==> src/rtl/nic_pkg.sv <==
package nic_pkg;
   localparam int LVL_W   = 2;
   localparam int FIELDS  = 4;
   localparam int REG_W   = LVL_W * FIELDS;

   typedef struct packed {
      logic             ien;
      logic [LVL_W-1:0] lvl;
   } nic_status_t;
endpackage

==> src/rtl/nic_regfile.sv <==
module nic_regfile #(
   parameter int NUM_REGS = 6,
   parameter int ADDR_W   = 3,
   localparam int LW      = nic_pkg::LVL_W,
   localparam int FLD     = nic_pkg::FIELDS,
   localparam int DW      = nic_pkg::REG_W,
   localparam int NSRC    = NUM_REGS * FLD
) (
   input  logic              clk,
   input  logic              rst_n,
   input  logic [ADDR_W-1:0] addr,
   input  logic              wr,
   input  logic [DW-1:0]     wdata,
   output logic [DW-1:0]     rdata,
   output logic [NSRC*LW-1:0] levels
);
   logic [NUM_REGS*DW-1:0] flat;

   for (genvar r = 0; r < NUM_REGS; r++) begin : g_reg
      logic [DW-1:0] q;
      always_ff @(posedge clk) begin
         if (!rst_n)
            q <= '1;
         else if (wr && addr == ADDR_W'(r))
            q <= wdata;
      end
      assign flat[r*DW +: DW] = q;
      for (genvar f = 0; f < FLD; f++) begin : g_fld
         assign levels[(r*FLD+f)*LW +: LW] = q[f*LW +: LW];
      end
   end

   always_comb begin
      rdata = '0;
      for (int r = 0; r < NUM_REGS; r++) begin
         if (addr == ADDR_W'(r))
            rdata = flat[r*DW +: DW];
      end
   end
endmodule

==> src/rtl/nic_arbiter.sv <==
module nic_arbiter #(
   parameter int NSRC  = 24,
   localparam int LW   = nic_pkg::LVL_W,
   localparam int IDXW = $clog2(NSRC)
) (
   input  logic [NSRC-1:0]    req,
   input  logic [NSRC*LW-1:0] levels,
   output logic               found,
   output logic [IDXW-1:0]    win_idx,
   output logic [LW-1:0]      win_lvl
);
   localparam logic [LW-1:0] NEVER = '1;
   logic [LW-1:0] lv;

   always_comb begin
      found   = 1'b0;
      win_idx = '0;
      win_lvl = NEVER;
      lv      = '0;
      for (int i = 0; i < NSRC; i++) begin
         lv = levels[i*LW +: LW];
         if (req[i] && lv != NEVER && (!found || lv < win_lvl)) begin
            found   = 1'b1;
            win_lvl = lv;
            win_idx = IDXW'(i);
         end
      end
   end
endmodule

==> src/rtl/nic_stack.sv <==
module nic_stack #(
   parameter int DEPTH = 4,
   parameter int W     = 3,
   localparam int CW   = $clog2(DEPTH+1),
   localparam int PW   = $clog2(DEPTH)
) (
   input  logic          clk,
   input  logic          rst_n,
   input  logic          push,
   input  logic          pop,
   input  logic [W-1:0]  din,
   output logic [W-1:0]  dout,
   output logic [CW-1:0] depth,
   output logic          ovf
);
   logic [W-1:0]  mem [DEPTH];
   logic [CW-1:0] cnt;
   logic          full, empty;

   assign full  = (cnt == CW'(DEPTH));
   assign empty = (cnt == '0);
   assign depth = cnt;
   assign dout  = empty ? '0 : mem[PW'(cnt - CW'(1))];

   always_ff @(posedge clk) begin
      if (!rst_n) begin
         cnt <= '0;
         ovf <= 1'b0;
      end else if (push) begin
         if (full) begin
            ovf <= 1'b1;
         end else begin
            mem[PW'(cnt)] <= din;
            cnt           <= cnt + CW'(1);
         end
      end else if (pop && !empty) begin
         cnt <= cnt - CW'(1);
      end
   end
endmodule

==> src/rtl/nic_top.sv <==
module nic_top #(
   parameter int NUM_REGS    = 6,
   parameter int STACK_DEPTH = 4,
   localparam int LW         = nic_pkg::LVL_W,
   localparam int DW         = nic_pkg::REG_W,
   localparam int NSRC       = NUM_REGS * nic_pkg::FIELDS,
   localparam int ADDR_W     = $clog2(NUM_REGS) < 1 ? 1 : $clog2(NUM_REGS),
   localparam int IDXW       = $clog2(NSRC),
   localparam int DEPW       = $clog2(STACK_DEPTH+1)
) (
   input  logic              clk,
   input  logic              rst_n,
   input  logic [ADDR_W-1:0] reg_addr,
   input  logic              reg_wr,
   input  logic [DW-1:0]     reg_wdata,
   output logic [DW-1:0]     reg_rdata,
   input  logic [NSRC-1:0]   irq_req,
   input  logic              st_wr,
   input  logic              st_ien,
   input  logic [LW-1:0]     st_lvl,
   input  logic              irq_ret,
   output logic              take,
   output logic [IDXW-1:0]   take_idx,
   output logic [LW-1:0]     take_level,
   output logic              cur_ien,
   output logic [LW-1:0]     cur_lvl,
   output logic [DEPW-1:0]   nest_depth,
   output logic              stack_ovf
);
   import nic_pkg::*;

   if (STACK_DEPTH < 2) begin : g_bad_depth
      $error("nic_top: STACK_DEPTH must be at least 2");
   end
   if (NUM_REGS < 1) begin : g_bad_regs
      $error("nic_top: NUM_REGS must be at least 1");
   end

   logic [NSRC*LW-1:0] levels;
   logic               found;
   logic [IDXW-1:0]    win_idx;
   logic [LW-1:0]      win_lvl;
   nic_status_t        status, saved;
   logic [2+LW-1:0]    saved_raw;
   logic               qualify, do_pop;

   nic_regfile #(.NUM_REGS(NUM_REGS), .ADDR_W(ADDR_W)) u_regs (
      .clk(clk), .rst_n(rst_n), .addr(reg_addr), .wr(reg_wr),
      .wdata(reg_wdata), .rdata(reg_rdata), .levels(levels)
   );

   nic_arbiter #(.NSRC(NSRC)) u_arb (
      .req(irq_req), .levels(levels), .found(found),
      .win_idx(win_idx), .win_lvl(win_lvl)
   );

   assign qualify = status.ien && found && (win_lvl < status.lvl);
   assign take    = qualify && !st_wr && !irq_ret;
   assign do_pop  = irq_ret && !st_wr;

   nic_stack #(.DEPTH(STACK_DEPTH), .W(1+LW)) u_stack (
      .clk(clk), .rst_n(rst_n), .push(take), .pop(do_pop),
      .din(status), .dout(saved_raw[LW:0]), .depth(nest_depth), .ovf(stack_ovf)
   );
   assign saved_raw[2+LW-1] = 1'b0;
   assign saved = nic_status_t'(saved_raw[LW:0]);

   always_ff @(posedge clk) begin
      if (!rst_n) begin
         status.ien <= 1'b0;
         status.lvl <= '1;
      end else if (st_wr) begin
         status.ien <= st_ien;
         status.lvl <= st_lvl;
      end else if (irq_ret) begin
         if (nest_depth != '0)
            status <= saved;
      end else if (take) begin
         status.lvl <= win_lvl;
      end
   end

   assign take_idx   = take ? win_idx : '0;
   assign take_level = take ? win_lvl : '0;
   assign cur_ien    = status.ien;
   assign cur_lvl    = status.lvl;
endmodule

==> config.mk <==
export PLATFORM = sky130hd
export DESIGN_NAME = nic_top
export DESIGN_NICKNAME = d
export VERILOG_FILES = /design/src/rtl/nic_pkg.sv /design/src/rtl/nic_regfile.sv /design/src/rtl/nic_arbiter.sv /design/src/rtl/nic_stack.sv /design/src/rtl/nic_top.sv
export SDC_FILE = /design/constraint.sdc
export NUM_CORES = 1
export LEC_CHECK = 0
export BUFFER_PORTS_ARGS = -buffer_cell sky130_fd_sc_hd__buf_2
export CAP_MARGIN = 20
export CELL_PAD_IN_SITES_DETAIL_PLACEMENT = 1
export CELL_PAD_IN_SITES_GLOBAL_PLACEMENT = 1
export CORE_MARGIN = 8
export CORE_UTILIZATION = 47
export CTS_CLUSTER_SIZE = 40
export DETAILED_ROUTE_END_ITERATION = 8
export PLACE_DENSITY = 0.84
export SLEW_MARGIN = 10
export SYNTH_ARGS = -nofsm -noshare
export SYNTH_HDL_FRONTEND = slang
export SYNTH_SLANG_ARGS = --single-unit
==> constraint.sdc <==
create_clock -name clk -period 20.7 [get_ports clk]
set_clock_uncertainty 0.15 [all_clocks]
set_input_delay 4.14 -clock clk [delete_from_list [all_inputs] [get_ports clk]]
set_output_delay 4.14 -clock clk [all_outputs]
set_load 0.01 [all_outputs]
**After elaboration in Yosys (flattened, before gate mapping)**

Memory sizes are Yosys's and may differ from the RTL's.
Cells that the tools add are included.

- Register bits after elaboration: 55
- RAM bits: 12
- Input bits: 43
- Memories: 1

Memory list:

| name | words | bits a word | read ports | clocked after memory_dff | wr ports | RTL line | RTL |
|---|---|---|---|---|---|---|---|
| u_stack.mem | 4 | 3 | 1 | 0 | 1 | nic_stack.sv:16 | `logic [W-1:0] mem [DEPTH];` |

- Add/sub/neg operators: 2
- Magnitude comparators: 24
- Eq/ne operators: 32
- Multiplexer cells: 92
- Reduce and logical (&&, ||, !) cells: 119

Operators with widths:

| cell | number |
|---|---|
| $logic_and A1 B1 Y1 | 59 |
| $mux W2 | 29 |
| $ne A2 B2 Y1 const B | 25 |
| $lt A2 B2 Y1 | 24 |
| $mux W8 | 6 |
| $mux W5 | 9 |
| $mux W4 | 8 |
| $mux W1 | 30 |
| $mux W3 | 10 |
| $logic_not A1 Y1 | 26 |
| $logic_or A1 B1 Y1 | 23 |
| $eq A3 B3 Y1 const B | 3 |
| $reduce_and A2 Y1 | 4 |
| $eq A3 B2 Y1 const B | 2 |
| $logic_not A3 Y1 | 2 |
| $reduce_bool A2 Y1 | 3 |
| $reduce_bool A3 Y1 | 2 |
| $add A3 B1 Y3 const B | 1 |
| $eq A3 B1 Y1 const B | 1 |
| $ne A3 B2 Y1 const B | 1 |
| $sub A3 B1 Y3 const B | 1 |

**Longest topological paths before layout**

- Depth in word-level cells: 102
- Depth in mapped cells: 25
- Depth with buffers taken out: 22

**By module**

Synthesis repeated with hierarchy kept, for this count alone.

- Cell total of the unflattened synthesis: 772
- Area total of the unflattened synthesis: 5,906.9 um^2

By module, submodules not included:

| module | instances | cells an instance | area each (um^2) | seq. area each (um^2) |
|---|---|---|---|---|
| nic_arbiter | 1 | 438 | 2,622.5 | 0.0 |
| nic_regfile | 1 | 243 | 2,175.8 | 960.9 |
| nic_stack | 1 | 56 | 767.0 | 440.4 |
| nic_top | 1 | 35 | 341.6 | 60.1 |

**Least setup slack after synthesis**

Ideal clock, no wire load.

- Path type: in2out
- Start point: in irq_req[9]
- End point: out take_idx[3]
- Arrival time: 8,599 ps
- Setup slack: 7,811 ps
- Stages on the path: 25
- Path buffers: 3
- Path through: nor2b_1 -> buf_2 -> or3_1 -> nor4_4 -> and3_1 -> buf_2 -> nand4_1 -> o21bai_1 -> ha_1 -> nor2_1 -> a31oi_1 -> o21ai_0 -> a41oi_1 -> nand3_1 -> nand2_1 -> a2bb2oi_1 -> ha_1 -> inv_1 -> o21ai_0 -> a41oi_1 -> o21ai_4 -> inv_2 -> buf_4 -> nand2_1 -> nor4_1

- Longest elaborated chain between the ends: 64
- Elaborated cells on any way between the ends: 109
- Classes of those cells: order compare (15); mux (46); reduce/logical (48)

RTL lines:

| element | RTL line | RTL |
|---|---|---|
| from (decl) | nic_top.sv:17 | `input logic [NSRC-1:0] irq_req,` |
| $logic_and A1 B1 Y1 * (2 in a row) | nic_arbiter.sv:22 | `if (req[i] && lv != NEVER && (!found \|\| lv < win_lvl)) begin` |
| $mux W2 or $mux W1 (tied branches) | nic_arbiter.sv:22 |  |
| $lt A2 B2 Y1 or $logic_not A1 Y1 (tied branches) | nic_arbiter.sv:22 |  |
| $logic_or A1 B1 Y1 | nic_arbiter.sv:22 |  |
| $logic_and A1 B1 Y1 | nic_arbiter.sv:22 |  |
| $mux W2 or $mux W1 (tied branches) | nic_arbiter.sv:22 |  |
| $lt A2 B2 Y1 or $logic_not A1 Y1 (tied branches) | nic_arbiter.sv:22 |  |
| $logic_or A1 B1 Y1 | nic_arbiter.sv:22 |  |
| [47 not listed] | -- |  |
| $logic_or A1 B1 Y1 | nic_arbiter.sv:22 |  |
| $logic_and A1 B1 Y1 | nic_arbiter.sv:22 |  |
| $mux W2 or $mux W1 (tied branches) | nic_arbiter.sv:22 |  |
| $lt A2 B2 Y1 or $logic_and A1 B1 Y1 (tied branches) | nic_top.sv:57 | `assign qualify = status.ien && found && (win_lvl < status.lvl);` |
| $logic_and A1 B1 Y1 * | nic_top.sv:57 |  |
| $logic_and A1 B1 Y1 * (2 in a row) | nic_top.sv:58 | `assign take = qualify && !st_wr && !irq_ret;` |
| net take | nic_top.sv:22 | `output logic take,` |
| $mux W5 * | nic_top.sv:83 | `assign take_idx = take ? win_idx : '0;` |
| to (decl) | nic_top.sv:23 | `output logic [IDXW-1:0] take_idx,` |

The timed path passes the listed nets; every way through them passes the cells marked *.

**Final worst setup path**

- Start point: in irq_req[9]
- End point: out take_idx[3]

- Longest elaborated chain between the ends: 64
- Elaborated cells on any way between the ends: 109
- Classes of those cells: order compare (15); mux (46); reduce/logical (48)

RTL lines:

| element | RTL line |
|---|---|
| $logic_and A1 B1 Y1 * (2 in a row) | nic_arbiter.sv:22 |
| $mux W2 or $mux W1 (tied branches) | nic_arbiter.sv:22 |
| $lt A2 B2 Y1 or $logic_not A1 Y1 (tied branches) | nic_arbiter.sv:22 |
| $logic_or A1 B1 Y1 | nic_arbiter.sv:22 |
| $logic_and A1 B1 Y1 | nic_arbiter.sv:22 |
| $mux W2 or $mux W1 (tied branches) | nic_arbiter.sv:22 |
| $lt A2 B2 Y1 or $logic_not A1 Y1 (tied branches) | nic_arbiter.sv:22 |
| $logic_or A1 B1 Y1 | nic_arbiter.sv:22 |
| [46 not listed] | -- |
| $lt A2 B2 Y1 or $logic_not A1 Y1 (tied branches) | nic_arbiter.sv:22 |
| $logic_or A1 B1 Y1 | nic_arbiter.sv:22 |
| $logic_and A1 B1 Y1 | nic_arbiter.sv:22 |
| $mux W2 or $mux W1 (tied branches) | nic_arbiter.sv:22 |
| $lt A2 B2 Y1 or $logic_and A1 B1 Y1 (tied branches) | nic_top.sv:57 |
| $logic_and A1 B1 Y1 | nic_top.sv:57 |
| $logic_and A1 B1 Y1 (2 in a row) | nic_top.sv:58 |
| $mux W5 * | nic_top.sv:83 |

Every way passes the cells marked *; elsewhere a longest branch is shown, timed or not.

==> metrics.yaml <==
clk_pin_slew_ns: 0.05
synth-edff-count: 12
max_freq_ghz: 0.0724
diodes: 0
vias: 6395
fin_tns_setup_ns: 0
area_growth_pct: 12.3
dp_hpwl_um: 16700
worstPathMaxFanout: 17
peakVddDrop_mv: 0.0454
dr.first_iter.drc_count: 608
antenna_found_initial: 0
port_buffers: 65
cts_hold_buffers: 0
routedWlPerCell_um: 21.9
leakage_nw: 2.83
async_reset_ff_share_pct: 0
hold_viol_final: 0
syn_area_um2: 5690
drc: 0
avgSynthCellArea_um2: 7.27
synth_nets: 833
drive_gt1_share_pct: 14.3
vias_per_cell: 6.52
rsz0062_at_grt: "false"
synthFlopType: "dfxtp_1"
grt_pass1_wl_um: 34700
ys_ff_latch: 67
min_period_ns: 13.81
yosys.area.top_type_share_pct: 19.3
synth.most_common_cell: "nand2_1"
power.density_nw_per_um2: 64.8
rows: 40
yosys-top-cells-count: "nand2_1, nand3_1, dfxtp_1"
critPathRequiredTime_ns: 16.41
cp-end-kind: "output pin"
routed_wl_um: 21500
grt-ovfl-total: 0
fin_nets: 879
synthCells: 783
clock_latency_ns: 0.35
final_cell_area_um2: 6390
cts.repair.resized: 0
cts_tree: "built"
maxCapViolations: 0
relSlewSlack_pct: 27.8
arrival_ns: 9.52
start_util_pct: 47.8
grt_util_all_layers_pct: 27.1
drtPass1Iterations: 5
dp_slack_ns: 7.03
synth.distinct_cells: 88
crit_path_start_kind: "primary input"
fp.dieArea_um2: 15900
dpl_cell_area_um2: 6070
die_w_um: 126
die_h_um: 126
cts_made_buffers: 9
synth.area.top_cells: "dfxtp_1, nand2_1, edfxtp_1"
final_util_pct: 53.6
cts_setup_buffers: 0
whs_ns: 0.336
ios: 66
final_max_slew_viol_count: 0
status: "completed"
finalCritPeriodShare_pct: 66.7
seq_area_frac_synth_pct: 25.7
worst_pin_slew_ns: 1.08
gp_congestion: 0.935
cts.sinks: 67
yosysTopAreaCell: "dfxtp_1"
first_global_vias: 6592
crit_type: "primary input to output pin"
setup_ws_ns: 6.89
ant_nets: 0
cts_buffer_depth: 2
setup_violations: 0
clock-root-buffer: "clkbuf_16"
min_path_type: "flop to flop"
core_um2: 11900
yosysWarnings: 0
grt_start_max_net_pins: 57
htree_levels: 3
## sequential cells by signal, indices dropped and copies added, names as in the netlist
signal,flops
u_regs.g.q,48
u_stack.depth,3
u_stack.ovf,1
u_stack.mem,12
cur_lvl,2
cur_ien,1
## layout by cell type (no fill, tap or decap), drive strengths merged, types with 9 or more instances in the layout
master / count
edfxtp: 12
o31ai: 9
dfxtp: 55
clkbuf: 11
a21oi: 40
mux2i: 16
nand3: 61
nor3: 16
and2: 9
nor2b: 31
a21boi: 10
a211oi: 13
inv: 26
nand2b: 28
o211ai: 21
buf: 66
nor2: 49
o21ai: 32
a31oi: 11
nand2: 174
## power breakdown
| group | switching, mW | internal [mW] | total (mW) |
|---|---|---|---|
| registers | 0.00955 | 0.137 | 0.147 |
| clock network | 0.0592 | 0.101 | 0.160 |
| logic | 0.0689 | 0.0382 | 0.107 |
| total | 0.138 | 0.276 | 0.414 |
## kinds of logic after synthesis
logic type / after synthesis / synth area share (%)
buffers and inverters: 57 / 4.00
flip-flops: 67 / 25.7
multiplexers: 23 / 4.99
adder cells (fa/ha/maj): 8 / 1.71
AO/OA/AOI/OAI: 208 / 26.7
AND/OR/NAND/NOR: 420 / 37.0
## worst paths after layout
| check | from | end | slack, ns | cells after the start |
|---|---|---|---|---|
| max | irq_req[9] | take_idx[3] | 6.89 | 24 |
| min | u_stack.ovf | u_stack.ovf | 0.34 | 2 |
| max reg2reg | u_regs.g_reg[2].q[3] | u_stack.mem[1][0] | 14.65 | 21 |
| min reg2reg | u_stack.ovf | u_stack.ovf | 0.34 | 2 |
## stage by stage
stage / power, mW / cells
floorplan: 0.219 / 783
global placement: 0.249 / 964
detailed placement: 0.254 / 965
CTS: 0.413 / 981
global route: 0.430 / 981
finish: 0.414 / 981
## worst max-delay path, cell delays in order
cell	delay [ns]
buf_2	0.12
nor2b_1	0.22
or3_1	0.52
nor4_4	0.41
and3_1	0.40
nand4_1	0.17
o21bai_1	0.22
ha_1	0.29
nor2_1	0.04
a31oi_1	0.30
o21ai_0	0.18
a41oi_1	0.28
a21oi_1	0.15
nand2_1	0.16
a2bb2oi_1	0.25
ha_1	0.27
inv_1	0.11
o21ai_0	0.11
a41oi_1	0.30
o21ai_4	0.13
inv_2	0.24
nand2_1	0.13
nor4_1	0.21
buf_2	0.19
## cell type report
cell class | instances | area [um2]
clock buffer | 11 | 254
multi-input combinational | 659 | 4000
sequential | 67 | 1460
timing repair buffer | 66 | 330
tap | 147 | 184
clock inverter | 5 | 60.1
inverter | 26 | 97.6
fill | 1547 | 5520
## layer usage
| metal | GRT usage, % | vias to the layer above | wire length, um |
|---|---|---|---|
| li1 | - | 2982 | - |
| met1 | 34.6 | 3137 | 9500 |
| met2 | 44.7 | 231 | 10100 |
| met3 | 4.56 | 45 | 1410 |
| met4 | 10.1 | 0 | 516 |
| met5 | 0 | - | 0 |
(Power assumes the default switching activity.)
